### src/rtl/ocmp_pkg.sv
// Shared definitions for the output compare channel.
// Assumes a register select of ADDR_W bits; the codes below are the bus map.
package ocmp_pkg;

    localparam int ADDR_W = 3;

    // Register select codes seen on the processor bus
    typedef enum logic [ADDR_W-1:0] {
        SEL_STATUS = 3'd0,
        SEL_CTRL   = 3'd1,
        SEL_CMP_HI = 3'd2,
        SEL_CMP_LO = 3'd3,
        SEL_CNT_HI = 3'd4,
        SEL_CNT_LO = 3'd5
    } reg_sel_e;

    // Bit positions inside the control byte
    localparam int CTRL_LVL_BIT = 0;
    localparam int CTRL_IE_BIT  = 1;

endpackage

### src/rtl/ocmp_timebase.sv
// Prescaler and free-running up-counter.
// The counter advances once every PRESCALE clocks. It starts from zero on
// reset and wraps naturally. 'step' is high for one clock right after each
// counter update; the compare logic uses it as the "new counter value" strobe.
// Assumes PRESCALE >= 1.
module ocmp_timebase #(
    parameter int CNT_W    = 16,
    parameter int PRESCALE = 4
) (
    input  logic             clk,
    input  logic             rst_n,
    output logic [CNT_W-1:0] count,
    output logic             step
);

    localparam int PRE_W = (PRESCALE > 1) ? $clog2(PRESCALE) : 1;

    logic tick;

    generate
        if (PRESCALE > 1) begin : g_div
            logic [PRE_W-1:0] pre;

            // Divide the bus clock down to the counter rate
            always_ff @(posedge clk) begin
                if (!rst_n)
                    pre <= '0;
                else if (tick)
                    pre <= '0;
                else
                    pre <= pre + 1'b1;
            end

            assign tick = (pre == PRE_W'(PRESCALE - 1));

            // a new counter value is never announced on two consecutive clocks
            a_r1_step_spacing: assert property (@(posedge clk) disable iff (!rst_n)
                step |=> !step);
        end else begin : g_nodiv
            assign tick = 1'b1;
        end
    endgenerate

    // Advance the counter on each prescaled tick
    always_ff @(posedge clk) begin
        if (!rst_n)
            count <= '0;
        else if (tick)
            count <= count + 1'b1;
    end

    // Flag the clock in which a freshly updated counter value is present
    always_ff @(posedge clk) begin
        if (!rst_n)
            step <= 1'b0;
        else
            step <= tick;
    end

    // the counter only moves together with the step strobe
    a_r1_count_with_step: assert property (@(posedge clk) disable iff (!rst_n)
        (count != $past(count)) |-> step);

endmodule

### src/rtl/ocmp_cmpreg.sv
// Two-byte compare register with the high-then-low write interlock.
// Each byte is stored independently and is never reset.
// A high-byte write raises 'inhibit'; the next low-byte write drops it.
// Assumes CNT_W > BUS_W and CNT_W - BUS_W <= BUS_W.
module ocmp_cmpreg #(
    parameter int CNT_W = 16,
    parameter int BUS_W = 8
) (
    input  logic             clk,
    input  logic             rst_n,
    input  logic             hi_wr,
    input  logic             lo_wr,
    input  logic [BUS_W-1:0] wdata,
    output logic [CNT_W-1:0] cmp_value,
    output logic             inhibit
);

    localparam int HI_W = CNT_W - BUS_W;

    logic [HI_W-1:0]  cmp_hi;
    logic [BUS_W-1:0] cmp_lo;

    // Capture the high byte; deliberately not touched by reset
    always_ff @(posedge clk) begin
        if (hi_wr)
            cmp_hi <= wdata[HI_W-1:0];
    end

    // Capture the low byte; deliberately not touched by reset
    always_ff @(posedge clk) begin
        if (lo_wr)
            cmp_lo <= wdata;
    end

    // Hold compares off between a high-byte write and the next low-byte write
    always_ff @(posedge clk) begin
        if (!rst_n)
            inhibit <= 1'b0;
        else if (lo_wr)
            inhibit <= 1'b0;
        else if (hi_wr)
            inhibit <= 1'b1;
    end

    assign cmp_value = {cmp_hi, cmp_lo};

    // a byte changes only after a write to that byte
    a_r2_hi_hold: assert property (@(posedge clk) disable iff (!rst_n)
        !$past(hi_wr) |-> $stable(cmp_hi));
    a_r2_lo_hold: assert property (@(posedge clk) disable iff (!rst_n)
        !$past(lo_wr) |-> $stable(cmp_lo));

    // a low-byte write always leaves compares enabled afterwards
    a_r6_lo_enables: assert property (@(posedge clk) disable iff (!rst_n)
        lo_wr |=> !inhibit);

endmodule

### src/rtl/ocmp_matcher.sv
// Match detection, the compare flag with its clear sequence, and the level latch.
// A match is taken only in the step clock, so each counter value is seen once.
// The flag is not reset. It clears on a low-byte write that follows a status
// read which saw the flag set. A set in the same clock wins over a clear.
module ocmp_matcher #(
    parameter int CNT_W = 16
) (
    input  logic             clk,
    input  logic             rst_n,
    input  logic [CNT_W-1:0] count,
    input  logic             step,
    input  logic [CNT_W-1:0] cmp_value,
    input  logic             inhibit,
    input  logic             lvl,
    input  logic             status_rd,
    input  logic             lo_wr,
    output logic             flag,
    output logic             pin
);

    logic hit;
    logic armed;

    assign hit = step && !inhibit && (count == cmp_value);

    // Remember that software has seen the flag set
    always_ff @(posedge clk) begin
        if (!rst_n)
            armed <= 1'b0;
        else if (lo_wr)
            armed <= 1'b0;
        else if (status_rd && flag)
            armed <= 1'b1;
    end

    // Compare flag: set on a match, cleared by the read-then-low-write sequence
    always_ff @(posedge clk) begin
        if (hit)
            flag <= 1'b1;
        else if (lo_wr && armed)
            flag <= 1'b0;
    end

    // Output level latch: take the programmed level on every match
    always_ff @(posedge clk) begin
        if (!rst_n)
            pin <= 1'b0;
        else if (hit)
            pin <= lvl;
    end

    // the flag rises only right after a fresh counter value
    a_r9_rise_after_step: assert property (@(posedge clk) disable iff (!rst_n)
        $rose(flag) |-> $past(step));

    // a rising flag comes with the programmed level on the pin
    a_r4_level_on_match: assert property (@(posedge clk) disable iff (!rst_n)
        $rose(flag) |-> (pin == $past(lvl)));

    // while compares are held off, a clear flag stays clear
    a_r5_inhibit_blocks: assert property (@(posedge clk) disable iff (!rst_n)
        (inhibit && !flag) |=> !flag);

    // the flag falls only through the armed low-byte write
    a_r7_clear_sequence: assert property (@(posedge clk) disable iff (!rst_n)
        $fell(flag) |-> $past(lo_wr && armed));

endmodule

### src/rtl/ocmp_channel.sv
// Output compare channel top: bus decode, control byte, read mux and interrupt.
// Assumes single-cycle read and write strobes that are never active together.
// Compare bytes and the flag keep their value through reset; the counter,
// the control bits and the pin reset.
module ocmp_channel #(
    parameter int CNT_W    = 16,
    parameter int BUS_W    = 8,
    parameter int PRESCALE = 4
) (
    input  logic                       clk,
    input  logic                       rst_n,
    input  logic [ocmp_pkg::ADDR_W-1:0] bus_addr,
    input  logic                       bus_wr,
    input  logic                       bus_rd,
    input  logic [BUS_W-1:0]           bus_wdata,
    output logic [BUS_W-1:0]           bus_rdata,
    output logic                       cmp_pin,
    output logic                       irq
);

    import ocmp_pkg::*;

    localparam int HI_W     = CNT_W - BUS_W;
    localparam int FLAG_POS = BUS_W - 1;

    reg_sel_e         sel;
    logic             hi_wr, lo_wr, ctrl_wr, status_rd;
    logic             ctrl_lvl, ctrl_ie;
    logic [CNT_W-1:0] count, cmp_value;
    logic             step, inhibit, flag;

    assign sel       = reg_sel_e'(bus_addr);
    assign hi_wr     = bus_wr && (sel == SEL_CMP_HI);
    assign lo_wr     = bus_wr && (sel == SEL_CMP_LO);
    assign ctrl_wr   = bus_wr && (sel == SEL_CTRL);
    assign status_rd = bus_rd && (sel == SEL_STATUS);

    // Control byte: output level and interrupt enable
    always_ff @(posedge clk) begin
        if (!rst_n) begin
            ctrl_lvl <= 1'b0;
            ctrl_ie  <= 1'b0;
        end else if (ctrl_wr) begin
            ctrl_lvl <= bus_wdata[CTRL_LVL_BIT];
            ctrl_ie  <= bus_wdata[CTRL_IE_BIT];
        end
    end

    ocmp_timebase #(
        .CNT_W    (CNT_W),
        .PRESCALE (PRESCALE)
    ) u_timebase (
        .clk   (clk),
        .rst_n (rst_n),
        .count (count),
        .step  (step)
    );

    ocmp_cmpreg #(
        .CNT_W (CNT_W),
        .BUS_W (BUS_W)
    ) u_cmpreg (
        .clk       (clk),
        .rst_n     (rst_n),
        .hi_wr     (hi_wr),
        .lo_wr     (lo_wr),
        .wdata     (bus_wdata),
        .cmp_value (cmp_value),
        .inhibit   (inhibit)
    );

    ocmp_matcher #(
        .CNT_W (CNT_W)
    ) u_matcher (
        .clk       (clk),
        .rst_n     (rst_n),
        .count     (count),
        .step      (step),
        .cmp_value (cmp_value),
        .inhibit   (inhibit),
        .lvl       (ctrl_lvl),
        .status_rd (status_rd),
        .lo_wr     (lo_wr),
        .flag      (flag),
        .pin       (cmp_pin)
    );

    // Read mux: present the selected register on the data bus
    always_comb begin
        bus_rdata = '0;
        case (sel)
            SEL_STATUS: bus_rdata[FLAG_POS] = flag;
            SEL_CTRL: begin
                bus_rdata[CTRL_LVL_BIT] = ctrl_lvl;
                bus_rdata[CTRL_IE_BIT]  = ctrl_ie;
            end
            SEL_CMP_HI: bus_rdata[HI_W-1:0] = cmp_value[CNT_W-1:BUS_W];
            SEL_CMP_LO: bus_rdata = cmp_value[BUS_W-1:0];
            SEL_CNT_HI: bus_rdata[HI_W-1:0] = count[CNT_W-1:BUS_W];
            SEL_CNT_LO: bus_rdata = count[BUS_W-1:0];
            default:    bus_rdata = '0;
        endcase
    end

    assign irq = flag && ctrl_ie;

    // with the enable held, a raised request drops only when the flag is cleared
    a_r8_irq_holds: assert property (@(posedge clk) disable iff (!rst_n)
        ($past(irq) && $stable(ctrl_ie) && ctrl_ie && !$fell(flag)) |-> irq);

endmodule

### config.mk
export PLATFORM = sky130hd
export DESIGN_NAME = ocmp_channel
export DESIGN_NICKNAME = d
export VERILOG_FILES = /design/src/rtl/ocmp_pkg.sv /design/src/rtl/ocmp_timebase.sv /design/src/rtl/ocmp_cmpreg.sv /design/src/rtl/ocmp_matcher.sv /design/src/rtl/ocmp_channel.sv
export SDC_FILE = /design/constraint.sdc
export NUM_CORES = 1
export LEC_CHECK = 0
export BUFFER_PORTS_ARGS = -buffer_cell sky130_fd_sc_hd__buf_4
export CAP_MARGIN = 20
export CORE_MARGIN = 2
export CORE_UTILIZATION = 30
export CTS_BUF_LIST = sky130_fd_sc_hd__clkbuf_16
export CTS_CLUSTER_DIAMETER = 120
export DETAILED_ROUTE_END_ITERATION = 8
export PLACE_DENSITY_LB_ADDON = 0.08
export SYNTH_ARGS = -nofsm -noshare
export SYNTH_HDL_FRONTEND = slang
export SYNTH_SLANG_ARGS = --single-unit
### constraint.sdc
create_clock -name clk -period 2.7 [get_ports clk]
set_input_delay 0.81 -clock clk [delete_from_list [all_inputs] [get_ports clk]]
set_output_delay 0.81 -clock clk [all_outputs]
set_load 0.005 [all_outputs]
-- Word-level counts from Yosys, hierarchy flattened
Index checks and enable logic that the tools add are counted.
- bitwise operators: 1
- $add $sub $neg: 2
- reduce and logical (&&, ||, !) cells: 13
- equality and inequality tests: 7
- mux-type cells: 3
- operators by type and width (operator ; count):
    $pmux W5 S4 ; 1
    $add A16 B1 Y16 const B ; 1
    $eq A16 B16 Y1 ; 1
    $pmux W2 S5 ; 1
    $logic_and A1 B1 Y1 ; 9
    $eq A3 B2 Y1 const B ; 2
    $eq A3 B3 Y1 const B ; 2
    $pmux W1 S5 ; 1
    $reduce_or A2 Y1 ; 2
    $eq A3 B1 Y1 const B ; 1
    $logic_not A3 Y1 ; 1
    $add A2 B1 Y2 const B ; 1
    $eq A2 B2 Y1 const B ; 1
    $logic_not A1 Y1 ; 1
    $not A1 Y1 ; 1
- input bits: 15
- bits in registers: 41
- output and inout bits: 10
- logic and storage cells: 37

-- Logic depth before layout (Yosys ltp)
Gate-level depths: netlist of the first run.
- depth after elaboration: 3
- depth in mapped cells: 7
- depth with buffers taken out: 6

-- By module
Synthesis of the first run repeated with hierarchy kept, for this count alone.
- cells, all modules: 189
- area total of the unflattened synthesis: 2068.2 sq um
- modules (own cells, without submodules) (module ; cells an instance ; instances ; seq. area each (sq um) ; area an instance (sq um)):
    ocmp_timebase ; 89 ; 1 ; 380.4 ; 834.6
    ocmp_cmpreg ; 19 ; 1 ; 500.5 ; 516.7
    ocmp_channel ; 49 ; 1 ; 40.0 ; 429.2
    ocmp_matcher ; 32 ; 1 ; 60.1 ; 287.8

-- Least setup slack after synthesis of the first run
Ideal clock, no wire load.
- kind: input-to-output
- from: input port bus_addr[2] (netlist name)
- to: output port bus_rdata[4]
- slack: 0.272 ns
- arrival: 1.618 ns
- data required time: 1.890 ns
- stages: 4
- path buffers: 1
- path through: clkbuf_1 nor3b_1 a22oi_1 nand2_1
- word-level cells in the longest chain between the ends: 2
- elaborated cells between the ends (all ways): 5
- classes of those cells: eq/ne: 4; mux: 1
- ends and longest elaborated chain (item ; line ; RTL):
    from (decl) ; ocmp_channel.sv:12 ; input logic [ocmp_pkg::ADDR_W-1:0] bus_addr,
    $eq A3 B3 Y1 or $eq A3 B2 Y1 (tied branches) ; ocmp_channel.sv:91 ; case (sel)
    $pmux W5 S4 * ; ocmp_channel.sv:91 ;
    to (decl) ; ocmp_channel.sv:16 ; output logic [BUS_W-1:0] bus_rdata,
Every way passes the cells marked *; elsewhere a longest branch is shown, timed or not.

-- Final worst setup path of the first run
- from: input port bus_addr[0] (netlist name)
- to: output port bus_rdata[4]
The elaborated chain is that of the path after synthesis.

==> impl_metrics.prom, run 1 <==
# TYPE chip_impl_metric gauge
chip_impl_metric{name="p_sw_share",unit="%"} 20.3
chip_impl_metric{name="critPathRequiredTime",unit="ns"} 1.89
chip_impl_metric{name="hold_viol_final",unit=""} 0
chip_impl_metric{name="detail_route.drc_violations",unit=""} 0
chip_impl_info{name="final_common_cell",value="sky130_fd_sc_hd__buf_4"} 1
chip_impl_metric{name="drt_first_iter_violations",unit=""} 54
chip_impl_metric{name="yosys_register_bits",unit=""} 41
chip_impl_metric{name="row_count",unit=""} 29
chip_impl_metric{name="drv.max_cap_violation_count",unit=""} 0
chip_impl_metric{name="routed_via_density",unit=""} 4.76
chip_impl_metric{name="share_seq_of_total_power",unit="%"} 48.6
chip_impl_metric{name="grt.total_usage",unit="%"} 13.7
chip_impl_metric{name="cts_sinks",unit=""} 41
chip_impl_info{name="status",value="finished, final reports clean"} 1
chip_impl_metric{name="synthArstFlopShare",unit="%"} 0
chip_impl_metric{name="ff2ff_setup_slack",unit="ns"} 0.83
chip_impl_metric{name="grt_start_max_net_pins",unit=""} 21
chip_impl_metric{name="first_pass_iters",unit=""} 4
chip_impl_metric{name="synth-edff-count",unit=""} 16
chip_impl_metric{name="clk-insertion-delay-late",unit="ns"} 0.28
chip_impl_info{name="synth_top_flop_cell",value="sky130_fd_sc_hd__dfxtp_1"} 1
chip_impl_info{name="criticalPathCategory",value="primary input to output pin"} 1
chip_impl_metric{name="number_of_global_route_vias_before_repair",unit=""} 1454
chip_impl_metric{name="cp_slowest_stage_delay",unit="ns"} 0.22
chip_impl_metric{name="place.port_buffers",unit=""} 24
chip_impl_metric{name="wl_per_cell",unit="um"} 15.3
chip_impl_metric{name="irDropWorstVdd",unit="mV"} 0.281
chip_impl_metric{name="crit_path_max_fanout",unit=""} 8
chip_impl_metric{name="fin_crit",unit="ns"} 2.55
chip_impl_metric{name="area_growth_syn_to_layout",unit="%"} 23.2
chip_impl_metric{name="synth_largest_type_area_fraction",unit="%"} 25.7
chip_impl_metric{name="cellLeakagePower",unit="nW"} 0.908
chip_impl_metric{name="grt_pass1_wl",unit="um"} 7510
chip_impl_info{name="timing.hold.worst_endpoint",value="u_timebase.g_div.pre[0]$_SDFF_PP0_"} 1
chip_impl_metric{name="drive_gt1_share",unit="%"} 19.9
chip_impl_metric{name="grt_remaining_overflow",unit=""} 0
chip_impl_info{name="cts_root_buffer",value="sky130_fd_sc_hd__clkbuf_16"} 1
chip_impl_metric{name="finalSetupViolations",unit=""} 0
chip_impl_metric{name="totalWireLength",unit="um"} 4560
chip_impl_info{name="synth_area_leader_cell",value="sky130_fd_sc_hd__dfxtp_1"} 1
chip_impl_metric{name="ff2ff_path_depth",unit=""} 6
chip_impl_metric{name="initial_core_util",unit="%"} 30.9
chip_impl_metric{name="floorplan.die.height",unit="um"} 84.6
chip_impl_metric{name="synth.yosys.warnings",unit=""} 0
chip_impl_info{name="most-common-layout-cells",value="sky130_fd_sc_hd__buf_4 (32), sky130_fd_sc_hd__nor2_1 (27), sky130_fd_sc_hd__dfxtp_1 (25), sky130_fd_sc_hd__xnor2_1 (16), sky130_fd_sc_hd__edfxtp_1 (16)"} 1
chip_impl_metric{name="dieWidth",unit="um"} 84.6
chip_impl_info{name="holdCritStartpoint",value="u_timebase.g_div.pre[0]$_SDFF_PP0_"} 1
chip_impl_info{name="crit_top_cell",value="sky130_fd_sc_hd__buf_4"} 1
chip_impl_metric{name="fp.dieArea",unit="um2"} 7160
chip_impl_metric{name="clkSlewWorstSetupHoldPaths",unit="ns"} 0.06
chip_impl_metric{name="synth_sequential_area_ratio",unit="%"} 50.3
chip_impl_info{name="end_kind",value="output pin"} 1
chip_impl_metric{name="p_int",unit="mW"} 1.10
chip_impl_metric{name="deepest_clock_path_buffer_count",unit=""} 2
chip_impl_metric{name="num_vias",unit=""} 1418
chip_impl_metric{name="final.period_utilization",unit="%"} 94.6
chip_impl_info{name="grt_setup_unrepaired",value="no"} 1
chip_impl_metric{name="slew_headroom",unit="%"} 54.2
chip_impl_info{name="timing.rr.start",value="u_timebase.g_div.pre[0]$_SDFF_PP0_"} 1
chip_impl_metric{name="fin_nets",unit=""} 237
chip_impl_metric{name="cts-buffers-inserted",unit=""} 5
chip_impl_metric{name="cts-htree-levels",unit=""} 2
chip_impl_metric{name="holdWs",unit="ns"} 0.433
chip_impl_metric{name="worst_hold_path.num_cells",unit=""} 1
chip_impl_info{name="crit_slowest_cell",value="sky130_fd_sc_hd__and2_1"} 1
chip_impl_info{name="synth.area.top_cells",value="sky130_fd_sc_hd__dfxtp_1 (26%), sky130_fd_sc_hd__edfxtp_1 (25%), sky130_fd_sc_hd__xnor2_1 (7.2%), sky130_fd_sc_hd__xor2_1 (6.3%), sky130_fd_sc_hd__mux2i_1 (5.6%)"} 1
chip_impl_metric{name="syn-num-nets",unit=""} 206
chip_impl_metric{name="detailedPlacementHpwl",unit="um"} 3570
chip_impl_metric{name="antenna_left",unit=""} 0
chip_impl_metric{name="power.clock.fraction",unit="%"} 44.7
chip_impl_metric{name="clock.fmax",unit="GHz"} 0.391
chip_impl_metric{name="setup-tns-final",unit="ns"} 0
chip_impl_metric{name="fp.coreArea",unit="um2"} 6310
chip_impl_info{name="worst_r2r_endpoint",value="u_timebase.count[15]$_SDFFE_PN0P_"} 1
chip_impl_metric{name="antennaDiodeCount",unit=""} 0
chip_impl_metric{name="grt_antenna_before_repair",unit=""} 0
chip_impl_metric{name="gp_congestion",unit=""} 0.801
chip_impl_metric{name="synth.lib_cells_used.distinct",unit=""} 36
chip_impl_metric{name="ioPinCount",unit=""} 25
chip_impl_metric{name="postSynthCellCount",unit=""} 189
chip_impl_metric{name="final.setup_skew",unit="ns"} 0.00401
chip_impl_metric{name="power_frac_comb",unit="%"} 6.7
chip_impl_info{name="beginning_of_the_critical_path",value="bus_addr[0]"} 1
chip_impl_metric{name="syn-cell-area",unit="um2"} 1950
chip_impl_metric{name="cp.arrival",unit="ns"} 1.74
chip_impl_info{name="crit_path_start_kind",value="primary input"} 1
chip_impl_metric{name="post_cts.resized_instances",unit=""} 0
chip_impl_metric{name="cts.repair_timing.setup_buffer_count",unit=""} 0
chip_impl_info{name="hold_class",value="flop to flop"} 1
chip_impl_metric{name="power.switching",unit="mW"} 0.279
chip_impl_metric{name="synth_area_per_cell",unit="um2"} 10.3
chip_impl_metric{name="hold_buffers",unit=""} 0
chip_impl_info{name="cts_tree",value="built"} 1
chip_impl_metric{name="pin_slew_with_the_least_headroom_to_its_limit",unit="ns"} 0.685
chip_impl_metric{name="power-per-cell-area",unit="nW/um2"} 573
chip_impl_metric{name="timing.final.max_slew_violations",unit=""} 0
chip_impl_info{name="crit_chain",value="buf_4 > nor2b_1 > and2_1 > a22oi_1 > nand2_1 > buf_4"} 1
## cells in the mapped netlist (all sizes together) (3+ instances only)
library cell	instances
nand2	15
nor2b	4
clkbuf	4
a21oi	4
nand4	7
edfxtp	16
mux2i	11
nand3	3
buf	4
xor2	14
a22oi	8
and2	3
nand2b	5
dfxtp	25
xnor2	16
nor2	27
## power by group through the flow
stage                     Clock, mW  Sequential [mW]  Combinational (mW)
after global routing          0.661            0.670               0.103
after CTS                     0.633            0.669              0.0939
after detailed placement          0            0.683              0.0936
final                         0.614            0.669              0.0927
after global placement            0            0.683              0.0918
after floorplan                   0            0.679              0.0488
## per-stage QoR
stage          instances  utilization, %  cell area (um2)  power (mW)  worst slack [ns]
2_1_floorplan        189               -             1950       0.728             0.272
5_1_grt              298            38.0             2400        1.43            0.0720
4_1_cts              298            38.0             2400        1.40             0.146
3_5_place_dp         290            35.5             2240       0.776             0.147
3_3_place_gp         290            35.5             2240       0.774             0.175
6_report             298            38.0             2400        1.38             0.145
## layer usage
layer  global-route usage [%]  up-vias  share of wire [%]
met5                        0        -                  0
met4                     4.33        0                1.0
met3                     3.44        4                4.2
met2                     21.7       29                 46
met1                     18.3      660                 48
li1                         -      725                  -
## worst max path at each step
stage | cells after the start | end | slack (ns)
global placement | 6 | bus_rdata[6] | 0.17
finish | 6 | bus_rdata[4] | 0.15
global route | 6 | bus_rdata[6] | 0.07
detailed placement | 6 | bus_rdata[3] | 0.15
floorplan | 4 | bus_rdata[4] | 0.27
CTS | 6 | bus_rdata[3] | 0.15
## worst max-delay path, delay by kind of cell
family	cells	cell delay, ns
AO/OA/AOI/OAI	1	0.21
buffers and inverters	2	0.28
AND/OR/NAND/NOR	3	0.44
## logic make-up (layout without fill, tap and decap cells)
group | Yosys count | count (layout) | share of synthesized area (%)
buffers and inverters | 10 | 42 | 2.57
AOI/OAI and AO/OA | 19 | 19 | 6.61
muxes | 11 | 11 | 5.65
and+or+nand+nor | 76 | 76 | 20.1
xor gates and xnor gates | 30 | 30 | 13.5
adders and majority gates | 2 | 2 | 1.28
DFF | 41 | 41 | 50.3
## flip-flops by register name, indices dropped and copies added, names as in the netlist
register and count:
u_timebase.count 16, u_cmpreg.cmp_hi 8, u_cmpreg.cmp_lo 8, u_timebase.g_div.pre 2, ctrl_ie 1, ctrl_lvl 1, u_cmpreg.inhibit 1, u_matcher.armed 1
u_matcher.flag 1, u_matcher.pin 1, u_timebase.step 1
## cell type report
type	instances	area (um2)
Clock inverter	2	7.51
Fill cell	657	3910
Inverter	2	7.51
Clock buffer	6	150
Tap cell	77	96.3
Timing Repair Buffer	32	240
Multi-Input combinational cell	138	918
Sequential cell	41	981
No activity file was read; power rests on OpenSTA's default activity.
==> inputs of run 2 (changes only) <==
clock period = 2.6 ns   (was 2.7 ns; I/O delays follow)
==> impl_metrics.prom, run 2 (synthesized netlist as in run 1, its figures left out) <==
# TYPE chip_impl_metric gauge
chip_impl_info{name="status",value="finished, final reports clean"} 1
chip_impl_metric{name="grt_remaining_overflow",unit=""} 0
chip_impl_metric{name="irDropWorstVdd",unit="mV"} 0.276
chip_impl_info{name="crit_slowest_cell",value="sky130_fd_sc_hd__and2_1"} 1
chip_impl_metric{name="grt.total_usage",unit="%"} 13.7
chip_impl_info{name="cts_tree",value="built"} 1
chip_impl_metric{name="largest_register_ffs",unit=""} 16
chip_impl_metric{name="final.period_utilization",unit="%"} 96.1
chip_impl_metric{name="ff2ff_setup_slack",unit="ns"} 0.67
chip_impl_metric{name="clkSlewWorstSetupHoldPaths",unit="ns"} 0.05
chip_impl_metric{name="layout.cells.non_filler",unit=""} 298
chip_impl_metric{name="antenna_left",unit=""} 0
chip_impl_metric{name="initial_core_util",unit="%"} 30.9
chip_impl_metric{name="hold_buffers",unit=""} 0
chip_impl_metric{name="slew_headroom",unit="%"} 55.0
chip_impl_metric{name="detail_route.drc_violations",unit=""} 0
chip_impl_info{name="beginning_of_the_critical_path",value="bus_addr[0]"} 1
chip_impl_metric{name="drv.max_cap_violation_count",unit=""} 0
chip_impl_metric{name="fp.coreArea",unit="um2"} 6310
chip_impl_metric{name="ioPinCount",unit=""} 25
chip_impl_metric{name="crit_path_max_fanout",unit=""} 8
chip_impl_metric{name="post_cts.resized_instances",unit=""} 1
chip_impl_metric{name="totalWireLength",unit="um"} 4600
chip_impl_metric{name="wl_per_cell",unit="um"} 15.4
chip_impl_metric{name="row_count",unit=""} 29
chip_impl_info{name="end_kind",value="output pin"} 1
chip_impl_metric{name="deepest_clock_path_buffer_count",unit=""} 2
chip_impl_info{name="grt_setup_unrepaired",value="no"} 1
chip_impl_metric{name="cp_slowest_stage_delay",unit="ns"} 0.22
chip_impl_metric{name="cts-htree-levels",unit=""} 2
chip_impl_metric{name="pre_cts_ws",unit="ns"} -0.0283
chip_impl_metric{name="num_vias",unit=""} 1422
chip_impl_metric{name="routed_via_density",unit=""} 4.77
chip_impl_metric{name="antennaDiodeCount",unit=""} 0
chip_impl_metric{name="fin_crit",unit="ns"} 2.50
chip_impl_info{name="crit_path_start_kind",value="primary input"} 1
chip_impl_info{name="critical_path.endpoint",value="bus_rdata[3]"} 1
chip_impl_info{name="crit_top_cell",value="sky130_fd_sc_hd__buf_4"} 1
chip_impl_metric{name="dieWidth",unit="um"} 84.6
chip_impl_info{name="cts_root_buffer",value="sky130_fd_sc_hd__clkbuf_16"} 1
chip_impl_metric{name="area_growth_syn_to_layout",unit="%"} 22.4
chip_impl_metric{name="grt_pass1_wl",unit="um"} 7460
chip_impl_metric{name="cts.repair_timing.setup_buffer_count",unit=""} 0
chip_impl_metric{name="clock.fmax",unit="GHz"} 0.400
chip_impl_metric{name="place.port_buffers",unit=""} 24
chip_impl_metric{name="holdWs",unit="ns"} 0.428
chip_impl_metric{name="totalPowerFinal",unit="mW"} 1.36
chip_impl_metric{name="finalSetupViolations",unit=""} 0
chip_impl_metric{name="cellLeakagePower",unit="nW"} 0.906
chip_impl_metric{name="fin_nets",unit=""} 237
chip_impl_metric{name="minimum_setup_slack_in_the_final_design",unit="ns"} 0.100
chip_impl_info{name="timing.rr.start",value="u_timebase.g_div.pre[0]$_SDFF_PP0_"} 1
chip_impl_metric{name="pin_slew_with_the_least_headroom_to_its_limit",unit="ns"} 0.674
chip_impl_metric{name="timing.final.max_slew_violations",unit=""} 0
chip_impl_info{name="worst_r2r_endpoint",value="u_timebase.count[15]$_SDFFE_PN0P_"} 1
chip_impl_info{name="largestRegisters",value="u_timebase.count x16, u_cmpreg.cmp_hi x8, u_cmpreg.cmp_lo x8"} 1
chip_impl_info{name="largest_register",value="u_timebase.count"} 1
chip_impl_info{name="most-common-layout-cells",value="sky130_fd_sc_hd__buf_4 (32), sky130_fd_sc_hd__nor2_1 (27), sky130_fd_sc_hd__dfxtp_1 (25), sky130_fd_sc_hd__xnor2_1 (16), sky130_fd_sc_hd__edfxtp_1 (16)"} 1
chip_impl_metric{name="placedCellCount",unit=""} 290
chip_impl_metric{name="cts_sinks",unit=""} 41
chip_impl_metric{name="final.setup_skew",unit="ns"} 0.00642
chip_impl_metric{name="gp_congestion",unit=""} 0.806
chip_impl_metric{name="grt_start_max_net_pins",unit=""} 21
chip_impl_metric{name="critPathRequiredTime",unit="ns"} 1.82
chip_impl_metric{name="cts-buffers-inserted",unit=""} 5
chip_impl_metric{name="detailedPlacementHpwl",unit="um"} 3690
chip_impl_metric{name="grt_antenna_before_repair",unit=""} 0
chip_impl_metric{name="floorplan.die.height",unit="um"} 84.6
chip_impl_info{name="crit_chain",value="buf_4 > nor2b_1 > and2_1 > a22oi_1 > nand2_1 > buf_4"} 1
chip_impl_metric{name="drt_first_iter_violations",unit=""} 85
chip_impl_metric{name="share_of_the_core_filled_with_cells_in_the_final_layout",unit="%"} 37.8
chip_impl_metric{name="ff2ff_path_depth",unit=""} 6
chip_impl_metric{name="cp.arrival",unit="ns"} 1.72
chip_impl_info{name="hold_class",value="flop to flop"} 1
chip_impl_metric{name="hold_viol_final",unit=""} 0
chip_impl_metric{name="drive_gt1_share",unit="%"} 20.4
chip_impl_metric{name="number_of_global_route_vias_before_repair",unit=""} 1460
chip_impl_metric{name="clk-insertion-delay-late",unit="ns"} 0.28
chip_impl_metric{name="fp.dieArea",unit="um2"} 7160
chip_impl_metric{name="power-per-cell-area",unit="nW/um2"} 572
chip_impl_info{name="final_common_cell",value="sky130_fd_sc_hd__buf_4"} 1
chip_impl_metric{name="first_pass_iters",unit=""} 4
chip_impl_info{name="criticalPathCategory",value="primary input to output pin"} 1
-- run 2: how the worst min path moves through the flow --
stage | startpoint | endpoint | slack (ns) | cells past startpoint
3_3_place_gp | u_timebase.g_div.pre[0]$_SDFF_PP0_ | u_timebase.g_div.pre[0]$_SDFF_PP0_ | 0.41 | 1
6_report | u_timebase.g_div.pre[0]$_SDFF_PP0_ | u_timebase.g_div.pre[0]$_SDFF_PP0_ | 0.43 | 1
2_1_floorplan | u_timebase.g_div.pre[0]$_SDFF_PP0_ | u_timebase.g_div.pre[0]$_SDFF_PP0_ | 0.40 | 1
4_1_cts | u_timebase.g_div.pre[0]$_SDFF_PP0_ | u_timebase.g_div.pre[0]$_SDFF_PP0_ | 0.43 | 1
5_1_grt | u_timebase.g_div.pre[0]$_SDFF_PP0_ | u_timebase.g_div.pre[0]$_SDFF_PP0_ | 0.47 | 1
3_5_place_dp | u_timebase.g_div.pre[0]$_SDFF_PP0_ | u_timebase.g_div.pre[0]$_SDFF_PP0_ | 0.42 | 1
-- run 2: area by class of cell --
cell class / count / area (um2)
Sequential cell: 41 / 981
Timing Repair Buffer: 32 / 240
Multi-Input combinational cell: 138 / 923
Inverter: 2 / 7.51
Tap cell: 77 / 96.3
Clock buffer: 5 / 125
Clock inverter: 3 / 12.5
Fill cell: 666 / 3930
-- run 2: worst max-delay path: cells and delay by family --
| family | cells | cell delay [ns] |
|---|---|---|
| simple gates | 3 | 0.44 |
| buf+inv | 2 | 0.28 |
| compound gates | 1 | 0.22 |
-- run 2: report_power, final --
part | internal [mW] | switching, mW | total, mW
sequential | 0.684 | 0.0108 | 0.695
clock | 0.346 | 0.226 | 0.572
combinational | 0.0489 | 0.0482 | 0.0971
-- run 2: routing by layer --
metal | global-route usage (%) | wire length, um
met1 | 18.5 | 2180
met2 | 21.5 | 2210
met3 | 2.95 | 180
met4 | 5.19 | 34
met5 | 0 | 0
-- run 2: metrics by stage --
step / cell area (um2) / TNS, ns
5_1_grt: 2390 / 0
4_1_cts: 2390 / 0
3_5_place_dp: 2240 / -0.0747
3_3_place_gp: 2240 / -0.181
6_report: 2390 / 0
2_1_floorplan: 1950 / 0
==> inputs of run 3 (changes only) <==
CORE_UTILIZATION = 24   (was 30)
==> impl_metrics.prom, run 3 (synthesized netlist as in run 1, its figures left out) <==
# TYPE chip_impl_metric gauge
chip_impl_info{name="status",value="finished, final reports clean"} 1
chip_impl_metric{name="grt_remaining_overflow",unit=""} 0
chip_impl_metric{name="share_of_the_core_filled_with_cells_in_the_final_layout",unit="%"} 30.9
chip_impl_info{name="timing.hold.worst_endpoint",value="u_timebase.g_div.pre[0]$_SDFF_PP0_"} 1
chip_impl_info{name="cts_tree",value="built"} 1
chip_impl_metric{name="hold_viol_final",unit=""} 0
chip_impl_metric{name="worst_hold_path.num_cells",unit=""} 1
chip_impl_metric{name="fin_crit",unit="ns"} 2.51
chip_impl_metric{name="power-per-cell-area",unit="nW/um2"} 568
chip_impl_metric{name="clk-insertion-delay-late",unit="ns"} 0.28
chip_impl_metric{name="number_of_global_route_vias_before_repair",unit=""} 1435
chip_impl_metric{name="num_vias",unit=""} 1433
chip_impl_metric{name="drt_first_iter_violations",unit=""} 45
chip_impl_metric{name="clock.fmax",unit="GHz"} 0.399
chip_impl_metric{name="grt_start_max_net_pins",unit=""} 19
chip_impl_metric{name="critPathRequiredTime",unit="ns"} 1.82
chip_impl_info{name="largestRegisters",value="u_timebase.count x16, u_cmpreg.cmp_hi x8, u_cmpreg.cmp_lo x8"} 1
chip_impl_metric{name="cp.arrival",unit="ns"} 1.73
chip_impl_metric{name="drive_gt1_share",unit="%"} 19.9
chip_impl_metric{name="post_cts.resized_instances",unit=""} 1
chip_impl_info{name="crit_path_start_kind",value="primary input"} 1
chip_impl_metric{name="final.period_utilization",unit="%"} 96.4
chip_impl_info{name="worst_r2r_endpoint",value="u_timebase.count[11]$_SDFFE_PN0P_"} 1
chip_impl_metric{name="initial_core_util",unit="%"} 25.0
chip_impl_metric{name="area_growth_syn_to_layout",unit="%"} 23.9
chip_impl_metric{name="cts_sinks",unit=""} 41
chip_impl_metric{name="pin_slew_with_the_least_headroom_to_its_limit",unit="ns"} 0.570
chip_impl_metric{name="deepest_clock_path_buffer_count",unit=""} 2
chip_impl_info{name="largest_register",value="u_timebase.count"} 1
chip_impl_metric{name="power.switching",unit="mW"} 0.295
chip_impl_metric{name="antennaDiodeCount",unit=""} 0
chip_impl_metric{name="detail_route.drc_violations",unit=""} 0
chip_impl_metric{name="drv.max_cap_violation_count",unit=""} 0
chip_impl_metric{name="ioPinCount",unit=""} 25
chip_impl_metric{name="first_pass_iters",unit=""} 4
chip_impl_metric{name="place.port_buffers",unit=""} 24
chip_impl_metric{name="dieWidth",unit="um"} 94.1
chip_impl_metric{name="grt_antenna_before_repair",unit=""} 0
chip_impl_metric{name="setup-tns-final",unit="ns"} 0
chip_impl_metric{name="cellLeakagePower",unit="nW"} 0.906
chip_impl_metric{name="grt.total_usage",unit="%"} 11.8
chip_impl_metric{name="dpl_cell_area",unit="um2"} 2270
chip_impl_metric{name="antenna_left",unit=""} 0
chip_impl_metric{name="totalWireLength",unit="um"} 4880
chip_impl_metric{name="routed_via_density",unit=""} 4.44
chip_impl_metric{name="cts-htree-levels",unit=""} 2
chip_impl_metric{name="ff2ff_path_depth",unit=""} 6
chip_impl_metric{name="p_sw_share",unit="%"} 21.5
chip_impl_info{name="holdCritStartpoint",value="u_timebase.g_div.pre[0]$_SDFF_PP0_"} 1
chip_impl_metric{name="cts-buffers-inserted",unit=""} 5
chip_impl_metric{name="slew_headroom",unit="%"} 61.7
chip_impl_info{name="final_common_cell",value="sky130_fd_sc_hd__buf_4"} 1
chip_impl_info{name="grt_setup_unrepaired",value="no"} 1
chip_impl_info{name="end_kind",value="output pin"} 1
chip_impl_metric{name="detailedPlacementHpwl",unit="um"} 3840
chip_impl_info{name="most-common-layout-cells",value="sky130_fd_sc_hd__buf_4 (32), sky130_fd_sc_hd__nor2_1 (27), sky130_fd_sc_hd__dfxtp_1 (25), sky130_fd_sc_hd__xnor2_1 (16), sky130_fd_sc_hd__edfxtp_1 (16)"} 1
chip_impl_info{name="criticalPathCategory",value="primary input to output pin"} 1
chip_impl_metric{name="gp_congestion",unit=""} 0.729
chip_impl_info{name="timing.rr.start",value="u_timebase.g_div.pre[0]$_SDFF_PP0_"} 1
chip_impl_metric{name="final_area",unit="um2"} 2420
chip_impl_metric{name="finalSetupViolations",unit=""} 0
chip_impl_metric{name="row_count",unit=""} 32
chip_impl_info{name="hold_class",value="flop to flop"} 1
chip_impl_metric{name="irDropWorstVdd",unit="mV"} 0.232
chip_impl_metric{name="power.clock.fraction",unit="%"} 42.3
chip_impl_metric{name="hold_buffers",unit=""} 0
chip_impl_metric{name="fin_nets",unit=""} 237
chip_impl_metric{name="share_seq_of_total_power",unit="%"} 50.6
chip_impl_info{name="cts_root_buffer",value="sky130_fd_sc_hd__clkbuf_16"} 1
chip_impl_metric{name="ff2ff_setup_slack",unit="ns"} 0.71
chip_impl_metric{name="wl_per_cell",unit="um"} 15.1
chip_impl_metric{name="power_frac_comb",unit="%"} 7.1
chip_impl_metric{name="floorplan.die.height",unit="um"} 94.1
chip_impl_metric{name="crit_path_max_fanout",unit=""} 9
chip_impl_metric{name="fp.dieArea",unit="um2"} 8860
chip_impl_metric{name="clkSlewWorstSetupHoldPaths",unit="ns"} 0.06
chip_impl_metric{name="final.setup_skew",unit="ns"} 0.00487
chip_impl_metric{name="largest_register_ffs",unit=""} 16
chip_impl_metric{name="fp.coreArea",unit="um2"} 7810
chip_impl_metric{name="grt_pass1_wl",unit="um"} 7850
chip_impl_metric{name="cts.repair_timing.setup_buffer_count",unit=""} 0
chip_impl_metric{name="p_int",unit="mW"} 1.08
chip_impl_metric{name="totalPowerFinal",unit="mW"} 1.37
chip_impl_metric{name="holdWs",unit="ns"} 0.427
chip_impl_metric{name="timing.final.max_slew_violations",unit=""} 0
## run 3: area by class of cell
type	count	area, um2
clock buffers	5	125
repair buffers	32	240
flip-flops and latches	41	981
clock inverters	3	11.3
fillers	854	5390
well taps	102	128
inverters	2	7.51
multi-input cells	138	923
## run 3: worst max path at each step
stage                startpoint           end  depth (start not counted)
detailed placement  bus_addr[1]  bus_rdata[6]                          5
global placement    bus_addr[1]  bus_rdata[4]                          5
finish              bus_addr[0]  bus_rdata[3]                          6
CTS                 bus_addr[0]  bus_rdata[3]                          6
floorplan           bus_addr[2]  bus_rdata[4]                          4
global route        bus_addr[0]  bus_rdata[3]                          6
## run 3: stage by stage
step	std cells	setup slack, ns
floorplan	189	0.232
global placement	315	-0.0906
detailed placement	315	-0.103
CTS	323	0.0835
global route	323	0.00165
finish	323	0.0946
## run 3: power groups by stage
stage,clock network (mW),registers (mW),logic [mW]
2_1_floorplan,0,0.705,0.0506
3_3_place_gp,0,0.710,0.0985
3_5_place_dp,0,0.709,0.0988
4_1_cts,0.592,0.695,0.0995
5_1_grt,0.620,0.697,0.109
6_report,0.581,0.695,0.0976
## run 3: worst max-delay path, stage by stage
cell,delay (ns)
sky130_fd_sc_hd__buf_4,0.15
sky130_fd_sc_hd__nor2b_1,0.15
sky130_fd_sc_hd__and2_1,0.21
sky130_fd_sc_hd__a22oi_1,0.22
sky130_fd_sc_hd__nand2_1,0.08
sky130_fd_sc_hd__buf_4,0.13
## run 3: metal layers
layer | global-route usage [%] | routed length (um)
met5 | 0 | 0
met4 | 3.02 | 34
met3 | 2.65 | 160
met2 | 18.3 | 2320
met1 | 16.6 | 2360
